<file path="src/rtl/nvProgPkg.sv">
package nvProgPkg;
  localparam int SETTING_W = 7;

  typedef struct packed {
    logic startWrite;
    logic endWrite;
  } ctrlStrobes_t;
endpackage

</file>
<file path="src/rtl/nvProgCtrl_fsm.sv">
module nvProgCtrl_fsm
  import nvProgPkg::*;
#(
  parameter int DWELL_TICKS = 40000,
  parameter int WRITE_TICKS = 20000000
) (
  input  logic         clk,
  input  logic         rstN,
  input  logic         enable,
  input  logic         hvFlag,
  output ctrlStrobes_t strobes
);
  localparam int DW = $clog2(DWELL_TICKS + 1);
  localparam int WW = $clog2(WRITE_TICKS);
  localparam logic [DW-1:0] DWELL_LAST = DW'(DWELL_TICKS);
  localparam logic [WW-1:0] WRITE_LAST = WW'(WRITE_TICKS - 1);

  typedef enum logic {ST_IDLE, ST_WRITING} state_t;

  state_t        state;
  logic          armed;
  logic [DW-1:0] dwellCnt;
  logic [WW-1:0] writeCnt;
  logic          qualifying;

  assign qualifying = (state == ST_IDLE) && enable && hvFlag && armed;

  always_comb begin
    strobes.startWrite = qualifying && (dwellCnt == DWELL_LAST);
    strobes.endWrite   = (state == ST_WRITING) && (writeCnt == WRITE_LAST);
  end

  always_ff @(posedge clk or negedge rstN) begin
    if (!rstN) begin
      state    <= ST_IDLE;
      armed    <= 1'b0;
      dwellCnt <= '0;
      writeCnt <= '0;
    end else begin
      if (!hvFlag)                 armed <= 1'b1;
      else if (strobes.startWrite) armed <= 1'b0;

      if (qualifying && !strobes.startWrite) dwellCnt <= dwellCnt + 1'b1;
      else                                   dwellCnt <= '0;

      case (state)
        ST_IDLE: begin
          writeCnt <= '0;
          if (strobes.startWrite) state <= ST_WRITING;
        end
        ST_WRITING: begin
          writeCnt <= writeCnt + 1'b1;
          if (strobes.endWrite) state <= ST_IDLE;
        end
        default: state <= ST_IDLE;
      endcase
    end
  end
endmodule

</file>
<file path="src/rtl/nvProgCtrl_dp.sv">
module nvProgCtrl_dp
  import nvProgPkg::*;
(
  input  logic                 clk,
  input  logic                 rstN,
  input  logic                 enable,
  input  logic [SETTING_W-1:0] setting,
  input  ctrlStrobes_t         strobes,
  output logic                 wrStrobe,
  output logic [SETTING_W-1:0] wrData,
  output logic                 busy,
  output logic                 reload
);
  logic bootPend;
  logic enPrev;

  always_ff @(posedge clk or negedge rstN) begin
    if (!rstN) begin
      wrStrobe <= 1'b0;
      wrData   <= '0;
      busy     <= 1'b0;
      reload   <= 1'b0;
      bootPend <= 1'b1;
      enPrev   <= 1'b0;
    end else begin
      wrStrobe <= strobes.startWrite;
      if (strobes.startWrite) wrData <= setting;
      if (strobes.startWrite)    busy <= 1'b1;
      else if (strobes.endWrite) busy <= 1'b0;
      reload   <= bootPend || (enPrev && !enable);
      bootPend <= 1'b0;
      enPrev   <= enable;
    end
  end
endmodule

</file>
<file path="src/rtl/nvProgCtrl.sv">
module nvProgCtrl
  import nvProgPkg::*;
#(
  parameter int DWELL_TICKS = 40000,
  parameter int WRITE_TICKS = 20000000
) (
  input  logic       clk,
  input  logic       rstN,
  input  logic       enable,
  input  logic       hvFlag,
  input  logic [6:0] setting,
  output logic       wrStrobe,
  output logic [6:0] wrData,
  output logic       busy,
  output logic       reload,
  output logic       countInhibit
);
  ctrlStrobes_t strobes;

  nvProgCtrl_fsm #(.DWELL_TICKS(DWELL_TICKS), .WRITE_TICKS(WRITE_TICKS)) uFsm (
    .clk(clk), .rstN(rstN), .enable(enable), .hvFlag(hvFlag), .strobes(strobes)
  );

  nvProgCtrl_dp uDp (
    .clk(clk), .rstN(rstN), .enable(enable), .setting(setting), .strobes(strobes),
    .wrStrobe(wrStrobe), .wrData(wrData), .busy(busy), .reload(reload)
  );

  assign countInhibit = hvFlag | busy;
endmodule

</file>
<file path="config.mk">
export PLATFORM = sky130hd
export DESIGN_NAME = nvProgCtrl
export DESIGN_NICKNAME = d
export VERILOG_FILES = /design/src/rtl/nvProgPkg.sv /design/src/rtl/nvProgCtrl_fsm.sv /design/src/rtl/nvProgCtrl_dp.sv /design/src/rtl/nvProgCtrl.sv
export SDC_FILE = /design/constraint.sdc
export NUM_CORES = 1
export LEC_CHECK = 0
export BUFFER_PORTS_ARGS = -buffer_cell sky130_fd_sc_hd__buf_2
export CORE_ASPECT_RATIO = 0.7
export CORE_MARGIN = 1
export CORE_UTILIZATION = 50
export DETAILED_ROUTE_END_ITERATION = 16
export GPL_TIMING_DRIVEN = 0
export HOLD_SLACK_MARGIN = 0.03
export PLACE_DENSITY = 0.69
export SYNTH_ARGS = -nofsm -noshare
export SYNTH_HDL_FRONTEND = slang
export SYNTH_SLANG_ARGS = --single-unit
</file>
<file path="constraint.sdc">
create_clock -name clk -period 1.95 [get_ports clk]
set_input_delay 0.2925 -clock clk [delete_from_list [all_inputs] [get_ports clk]]
set_output_delay 0.2925 -clock clk [all_outputs]
set_load 0.01 [all_outputs]
</file>
Word-level counts from Yosys, hierarchy flattened
Cells that the tools add are included.
{"block": "word_totals", "word_cells": 37, "input_bits": 11, "output_inout_bits": 11, "regBits": 55}
{"block": "op_classes", "n_eq_ne": 3, "muxes": 9, "n_reduce_logical": 11, "bitwise_logic": 2, "addsub": 2}
{"cell": "$pmux W25 S2", "n": 1}
{"cell": "$add A25 B1 Y25 const B", "n": 1}
{"cell": "$eq A25 B25 Y1 const B", "n": 1}
{"cell": "$add A16 B1 Y16 const B", "n": 1}
{"cell": "$eq A16 B16 Y1 const B", "n": 1}
{"cell": "$mux W16", "n": 1}
{"cell": "$logic_and A1 B1 Y1", "n": 7}
{"cell": "$mux W1", "n": 6}
{"cell": "$logic_not A1 Y1", "n": 2}
{"cell": "$ne A2 B1 Y1 const B", "n": 1}
{"cell": "$pmux W1 S2", "n": 1}
{"cell": "$reduce_bool A2 Y1", "n": 1}
{"cell": "$logic_or A1 B1 Y1", "n": 1}
{"cell": "$not A1 Y1", "n": 1}
{"cell": "$or A1 B1 Y1", "n": 1}

Logic depth before layout (Yosys ltp)
Gate-level depths: netlist (run 1).
{"block": "depth", "word_depth": 8, "ltp_mapped": 8, "ltp_nobuf": 6}

Modules after synthesis
A second synthesis (run 1) with hierarchy kept.
{"block": "hier_totals", "hier_cells": 249, "area_unflattened_um2": 2615.0}
{"mod": "nvProgCtrl_fsm", "area_each_um2": 2163.3, "n_inst": 1, "cells_each": 223, "seq_area_each_um2": 1076.0}
{"mod": "nvProgCtrl_dp", "area_each_um2": 445.4, "n_inst": 1, "cells_each": 25, "seq_area_each_um2": 301.5}
{"mod": "nvProgCtrl", "area_each_um2": 6.3, "n_inst": 1, "cells_each": 1, "seq_area_each_um2": 0.0}

Worst setup path before layout (run 1)
Ideal clock, no wire load.
{"block": "synth_path", "path_kind": "reg2reg", "start": "reg uFsm.dwellCnt[0]", "end": "reg uDp.wrData[0]", "stages_incl_launch_ff": 7, "path_slack_ns": 0.192, "required_time_ns": 1.825, "arrival_time_ns": 1.633, "path_cell_list": "dfrtp_1 inv_1 ha_1 nor4bb_1 nand4b_1 nor2_2 mux2_2"}
{"element": "start: declaration", "line": "nvProgCtrl_fsm.sv:22", "source": "logic [DW-1:0] dwellCnt;"}
{"element": "start signal: assignment", "line": "nvProgCtrl_fsm.sv:43", "source": "if (qualifying && !strobes.startWrite) dwellCnt <= dwellCnt + 1'b1;"}
{"element": "end signal: assignment", "line": "nvProgCtrl_dp.sv:27", "source": "if (strobes.startWrite) wrData <= setting;"}
{"element": "end: declaration", "line": "nvProgCtrl_dp.sv:10", "source": "output logic [SETTING_W-1:0] wrData,"}

==> results of run 1 <==
logic make-up after synthesis:
kind of cell	after synthesis	share of synthesized area
DFF	55	0.5263
AOI/OAI and AO/OA	26	0.05927
muxes	8	0.03394
other	1	0.001433
xor gates and xnor gates	25	0.08365
adders and majority gates	3	0.01434
buffers and inverters	19	0.03681
and+or+nand+nor	113	0.2443
state kept, by name (all words and copies together) (netlist names):
name           flops
uDp.enPrev         1
uDp.bootPend       1
uFsm.state         1
uDp.wrData         7
uFsm.dwellCnt     16
uFsm.writeCnt     25
uDp.reload         1
uDp.busy           1
uFsm.armed         1
uDp.wrStrobe       1
final cells by class:
type	instances	area, um^2	area share
repair buffers	24	127.6	0.04322
flip-flops and latches	55	1380	0.4674
clock inverters	2	17.52	0.005932
inverters	10	37.54	0.01271
plain buffers	8	57.56	0.01949
multi-input cells	176	1174	0.3975
well taps	69	86.33	0.02924
clock buffers	6	72.57	0.02458
Yosys cell counts (all sizes together) (5+ instances only):
library cell,instances,area [um^2]
dfrtp,54,1351
nor2,32,122.6
nand3,14,82.58
nand4,14,93.84
xnor2,14,122.6
a21oi,11,55.05
nand2,11,41.29
xor2,11,96.34
inv,10,37.54
nor4,9,56.30
or4,8,63.81
mux2,7,78.83
o31ai,7,52.55
buf,6,47.54
and3,5,31.28
o21ai,5,25.02
or3,5,33.78
routing by layer:
| layer | wire length (um) | GRT usage | vias up | share of wire |
|---|---|---|---|---|
| li1 | - | - | 944 | - |
| met1 | 2634 | 0.2964 | 895 | 0.56 |
| met2 | 1845 | 0.2692 | 43 | 0.39 |
| met3 | 200 | 0.04227 | 5 | 0.042 |
| met4 | 51 | 0.05040 | 0 | 0.011 |
| met5 | 0 | 0 | - | 0 |
what timing repair did:
item,4_1_cts,5_1_grt
pin swaps,2,2
buffers inserted,1,2
resized for setup,3,5
setup endpoints to repair,17,19
power by group through the flow:
stage,sequential (mW),clock (mW),combinational (mW)
detailed placement,1.17,0,0.0540
CTS,1.15,0.662,0.0553
floorplan,1.17,0,0.0145
global placement,1.17,0,0.0533
finish,1.15,0.625,0.0574
global route,1.15,0.703,0.0667
path summary, 6_finish.rpt:
kind,start,end,slack (ns),depth (start not counted)
max,uFsm.dwellCnt[0],uDp.wrData[6],0.09,6
min,enable,uDp.enPrev,0.12,1
max reg2reg,uFsm.dwellCnt[0],uDp.wrData[6],0.09,6
min reg2reg,uDp.enPrev,uDp.reload,0.48,1
max in group asynchronous,rstN,uFsm.dwellCnt[0],0.94,1
min in group asynchronous,rstN,uFsm.writeCnt[21],0.20,1
through the flow:
stage                     instance area, um^2  setup TNS (ns)  cells  power (mW)
after floorplan                          2618               0    250       1.187
after global placement                   2809          -1.965    340       1.226
after detailed placement                 2809          -2.013    340       1.227
after CTS                                2917               0    348       1.867
after global routing                     2953        -0.02698    350       1.919
final                                    2953               0    350       1.831
worst max-delay path: stages (launching register included):
cell,delay (ns)
dfrtp_2,0.44
inv_1,0.06
ha_1,0.13
nor4bb_2,0.23
nand4b_1,0.26
nor2_4,0.27
mux2_2,0.36
layout by cell type (no fill, tap or decap), types with 2 or more instances in the layout:
| cell type | Yosys | final |
|---|---|---|
| a21o_1 | 2 | 2 |
| a21oi_1 | 11 | 11 |
| and3_1 | 5 | 5 |
| and4_1 | 2 | 2 |
| buf_2 | 2 | 22 |
| buf_4 | 0 | 4 |
| buf_6 | 3 | 3 |
| clkbuf_1 | 3 | 3 |
| clkbuf_8 | 0 | 5 |
| clkinv_4 | 0 | 2 |
| dfrtp_1 | 54 | 52 |
| dfrtp_2 | 0 | 2 |
| ha_1 | 3 | 2 |
| inv_1 | 10 | 10 |
| mux2_2 | 7 | 7 |
| nand2_1 | 11 | 11 |
| nand2b_1 | 2 | 2 |
| nand3_1 | 13 | 13 |
| nand4_1 | 13 | 13 |
| nor2_1 | 31 | 31 |
| nor3_1 | 3 | 3 |
| nor4_1 | 9 | 9 |
| o21ai_0 | 5 | 5 |
| o31ai_1 | 7 | 7 |
| or3_1 | 3 | 3 |
| or3_2 | 2 | 2 |
| or4_1 | 7 | 7 |
| xnor2_1 | 14 | 14 |
| xor2_1 | 11 | 11 |
==> results.txt, run 1 <==
Diodes inserted -> 0
switching share of power -> 0.2231
Setup Skew -> 0.01335 ns
Critical Path AT -> 2.05 ns
CP Data Required Time -> 2.15 ns
critical path peak fanout -> 8
final core occ -> 0.6010
CTS Hold Bufs -> 0
Final GP Congestion -> 0.7768
leakage power -> 1.209 nW
Clock power frac -> 0.341
Hold Crit Class -> in -> reg
Total Wirelength -> 4731 um
IO Pins -> 22
DP HPWL -> 3235 um
H-tree depth -> 2
first-pass GRT wire length -> 8211 um
CP Capture Type -> flip-flop
P&R area growth vs syn -> 12.81%
all-layer global routing usage -> 0.1915
Startpoint Class -> flip-flop
status -> completed
Final ANT Viol Nets -> 0
Final min period -> 1.856 ns
Setup violations, final -> 0
Int Pwr -> 1.422 mW
FP Rows -> 21
top_reg_cell synth -> dfrtp_1
Max Cap Viol -> 0
clk slew on worst S/H paths -> 0.09 ns
post-synth cell types -> 41
DR WL/cell -> 13.52 um
TritonCTS buffer count -> 5
cell area after synthesis -> 2618 um^2
gr ovfl total -> 0
initial antenna violation count -> 0
final worst-path setup slack -> 0.09353 ns
Syn. warnings -> 0
final hold violation count -> 0
Filler cells -> 410
Pins Over Slew Limit -> 0
TritonCTS sink count -> 55
Seq/Total Area, Yosys -> 0.5263
Syn Inst Count -> 250
pre-CTS WS -> -0.1710 ns
Die Width -> 88.48 um
fraction of layout cells with a size suffix above 1 -> 0.2064
number of global-route vias before repair -> 1,768
Hold Slack -> 0.1212 ns
drt initial violations -> 113
Max Root-Sink Buffers -> 2
Buffers on Ports -> 21
Initial Util -> 0.5327
pin count of the biggest net entering global routing -> 56
routed via count -> 1,887
syn avg cell area -> 10.47 um^2
core area -> 4913 um^2
Syn Nets -> 264
Clk Latency, worst-skew pair -> 0.31 ns
flop and latch count out of synthesis -> 55
DR pass1 iterations -> 4
Worst-Margin Slew -> 1.173 ns
Via density -> 5.391
Root Buffer -> clkbuf_8
CTS tree -> built
peak supply drop -> 428.5 uV
Net Sw Power -> 0.4084 mW
Slew headroom -> 0.2179
Achievable Freq -> 538.7 MHz
nets@finish -> 294
number of synthesized flops with an enable pin -> 0
final worst path period share -> 0.9520
combinational power share -> 0.031
sequential power share -> 0.627
Setup CP Type -> reg -> reg
drt drc -> 0
die height -> 62.54 um
ys async rst share -> 1.000
floorplan die area -> 5533 um^2
Pwr per Cell Area -> 620.0 nW/um^2
Note: power is estimated with default switching activity, not from simulation.
==> run 2, diff against run 1 <==
--- a/config.mk
+++ b/config.mk
@@ -6,13 +6,15 @@
 export NUM_CORES = 1
 export LEC_CHECK = 0
 export BUFFER_PORTS_ARGS = -buffer_cell sky130_fd_sc_hd__buf_2
+export CAP_MARGIN = 20
 export CORE_ASPECT_RATIO = 0.7
 export CORE_MARGIN = 1
-export CORE_UTILIZATION = 50
+export CORE_UTILIZATION = 60
+export CTS_BUF_LIST = sky130_fd_sc_hd__clkbuf_8
 export DETAILED_ROUTE_END_ITERATION = 16
 export GPL_TIMING_DRIVEN = 0
 export HOLD_SLACK_MARGIN = 0.03
-export PLACE_DENSITY = 0.69
+export PLACE_DENSITY = 0.8
 export SYNTH_ARGS = -nofsm -noshare
 export SYNTH_HDL_FRONTEND = slang
 export SYNTH_SLANG_ARGS = --single-unit
==> results.txt, run 2 (synthesis results as in run 1) <==
Critical Path AT -> 2.06 ns (was 2.05 ns)
die height -> 57.26 um (was 62.54 um)
all-layer global routing usage -> 0.2623 (was 0.1915)
core area -> 4041 um^2 (was 4913 um^2)
Crit path largest cell delay -> 0.55 ns (was 0.44 ns)
Final GP Congestion -> 0.8177 (was 0.7768)
Final min period -> 1.858 ns (was 1.856 ns)
WL met3 -> 381 um (was 200 um)
initial antenna violation count -> 0 (unchanged)
largest register by flop count -> uFsm.writeCnt (unchanged)
Max Root-Sink Buffers -> 2 (unchanged)
Inst Count DP -> 324 (was 340)
CTS tree -> built (unchanged)
Worst-Margin Slew -> 0.6315 ns (was 1.173 ns)
TritonCTS buffer count -> 5 (unchanged)
CP Buf/Inv Count -> 0 (was 1)
critical path, cell by cell -> ha_2, nand3_1, or2_4, or4_4, a21o_1 (was inv_1, ha_1, nor4bb_2, nand4b_1, nor2_4, mux2_2)
Setup violations, final -> 0 (unchanged)
DP HPWL -> 3737 um (was 3235 um)
leakage power -> 1.245 nW (was 1.209 nW)
Setup Skew -> 0.004964 ns (was 0.01335 ns)
Stages on worst setup path -> 5 (was 6)
Root Buffer -> clkbuf_8 (unchanged)
final worst path period share -> 0.9530 (was 0.9520)
area post-placement -> 2808 um^2 (was 2809 um^2)
Initial Util -> 0.6477 (was 0.5327)
R2R depth -> 5 (was 6)
hold depth -> 1 (unchanged)
final core occ -> 0.7455 (was 0.6010)
IO Pins -> 22 (unchanged)
drt drc -> 0 (unchanged)
Total Wirelength -> 5300 um (was 4731 um)
fraction of layout cells with a size suffix above 1 -> 0.2308 (was 0.2064)
Largest regs -> uFsm.writeCnt (25), uFsm.dwellCnt (16), uDp.wrData (7) (unchanged)
Tot Pwr -> 1.899 mW (was 1.831 mW)
most common cell after layout, fill and taps aside -> dfrtp_1 (unchanged)
routed via count -> 2,016 (was 1,887)
Post-Layout Cell Count -> 338 (was 350)
drt initial violations -> 207 (was 113)
clk slew on worst S/H paths -> 0.10 ns (was 0.09 ns)
Via density -> 5.964 (was 5.391)
met2 routed WL -> 2198 um (was 1845 um)
uppermost layer routed -> met4 (unchanged)
Buffers on Ports -> 21 (unchanged)
RSZ-0062 raised after global routing -> yes
CP Data Required Time -> 2.15 ns (about the same)
post-route cell area -> 3013 um^2 (was 2953 um^2)
Diodes inserted -> 0 (unchanged)
Max Cap Viol -> 0 (unchanged)
P&R area growth vs syn -> 15.11% (was 12.81%)
Worst path slowest cell -> or4_4 (was dfrtp_2)
number of global-route vias before repair -> 1,850 (was 1,768)
pin count of the biggest net entering global routing -> 29 (was 56)
H-tree depth -> 2 (unchanged)
gr ovfl total -> 0 (unchanged)
Hold Crit Class -> in -> reg (unchanged)
first-pass GRT wire length -> 9039 um (was 8211 um)
Slew headroom -> 0.5790 (was 0.2179)
Setup CP Type -> reg -> reg (unchanged)
critical path peak fanout -> 4 (was 8)
nets@finish -> 299 (was 294)
Filler cells -> 288 (was 410)
DR WL/cell -> 15.68 um (was 13.52 um)
Clk Latency, worst-skew pair -> 0.30 ns (was 0.31 ns)
Pwr per Cell Area -> 630.3 nW/um^2 (was 620.0 nW/um^2)
max reg flops -> 25 (unchanged)
cell family with most CP delay -> simple AND/OR/NAND/NOR gates (unchanged)
most frequent cells in the layout -> dfrtp_1 (52), nor2_1 (31), buf_2 (22) (unchanged)
DR pass1 iterations -> 4 (unchanged)
CP Capture Type -> flip-flop (unchanged)
Final ANT Viol Nets -> 0 (unchanged)
final hold violation count -> 0 (unchanged)
floorplan die area -> 4635 um^2 (was 5533 um^2)
Achievable Freq -> 538.1 MHz (was 538.7 MHz)
Die Width -> 80.95 um (was 88.48 um)
Startpoint Class -> flip-flop (unchanged)
TritonCTS sink count -> 55 (unchanged)
peak supply drop -> 500.0 uV (was 428.5 uV)
Pins Over Slew Limit -> 0 (unchanged)
Metal-1 WL -> 2680 um (was 2634 um)
status -> completed (unchanged)
FP Rows -> 19 (was 21)
-- run 2: cell count changes in the layout (fill, tap and decap cells not counted), sizes merged --
cell         delta
dlygate4sd3     +1
clkinv          -2
clkinvlp        +1
buf             +4
clkbuf          +1
-- run 2: final timing paths --
path / startpoint / endpoint / slack, ns
worst max-delay path: uFsm.writeCnt[0] / uDp.busy / 0.09
worst min-delay path: enable / uDp.enPrev / 0.17
worst max register to register: uFsm.writeCnt[0] / uDp.busy / 0.09
worst min register to register: uFsm.writeCnt[0] / uFsm.writeCnt[0] / 0.45
max in group asynchronous: rstN / uFsm.writeCnt[4] / 0.84
min in group asynchronous: rstN / uFsm.writeCnt[5] / 0.54
-- run 2: repair_timing --
action,CTS,global route
hold buffers,1,0
pin swaps,0,2
setup endpoints to repair,17,19
gates resized for setup,2,13
hold endpoints to repair,26,0
buffers inserted,1,5
-- run 2: layout make-up --
cell class	count	area, um^2	area share
Sequential cell	55	1380	0.4581
Multi-Input combinational cell	176	1185	0.3933
Timing Repair Buffer	29	183.9	0.06105
Clock buffer	7	96.34	0.03198
Tap cell	52	65.06	0.02159
Buffer	8	57.56	0.01910
Inverter	10	37.54	0.01246
Clock inverter	1	7.507	0.002492
-- run 2: per-stage QoR --
step | hold slack [ns] | TNS, ns | setup WS [ns]
2_1_floorplan | -0.003091 | 0 | 0.1921
3_3_place_gp | 0.4367 | -0.7510 | -0.09301
3_5_place_dp | 0.3556 | -0.6841 | -0.1057
4_1_cts | 0.1542 | 0 | 0.004797
5_1_grt | 0.1463 | -0.0009570 | -0.0009570
6_report | 0.1682 | 0 | 0.09161
-- run 2: layer usage --
layer  global-route usage  vias up
li1                     -      951
met5                    0        -
met2               0.3445       86
met3              0.05440        4
met4              0.07653        0
met1               0.4318      975
-- run 2: power breakdown --
group          switching, mW  internal [mW]
sequential           0.00233           1.15
clock                  0.360          0.324
combinational         0.0428         0.0243
total                  0.405           1.49
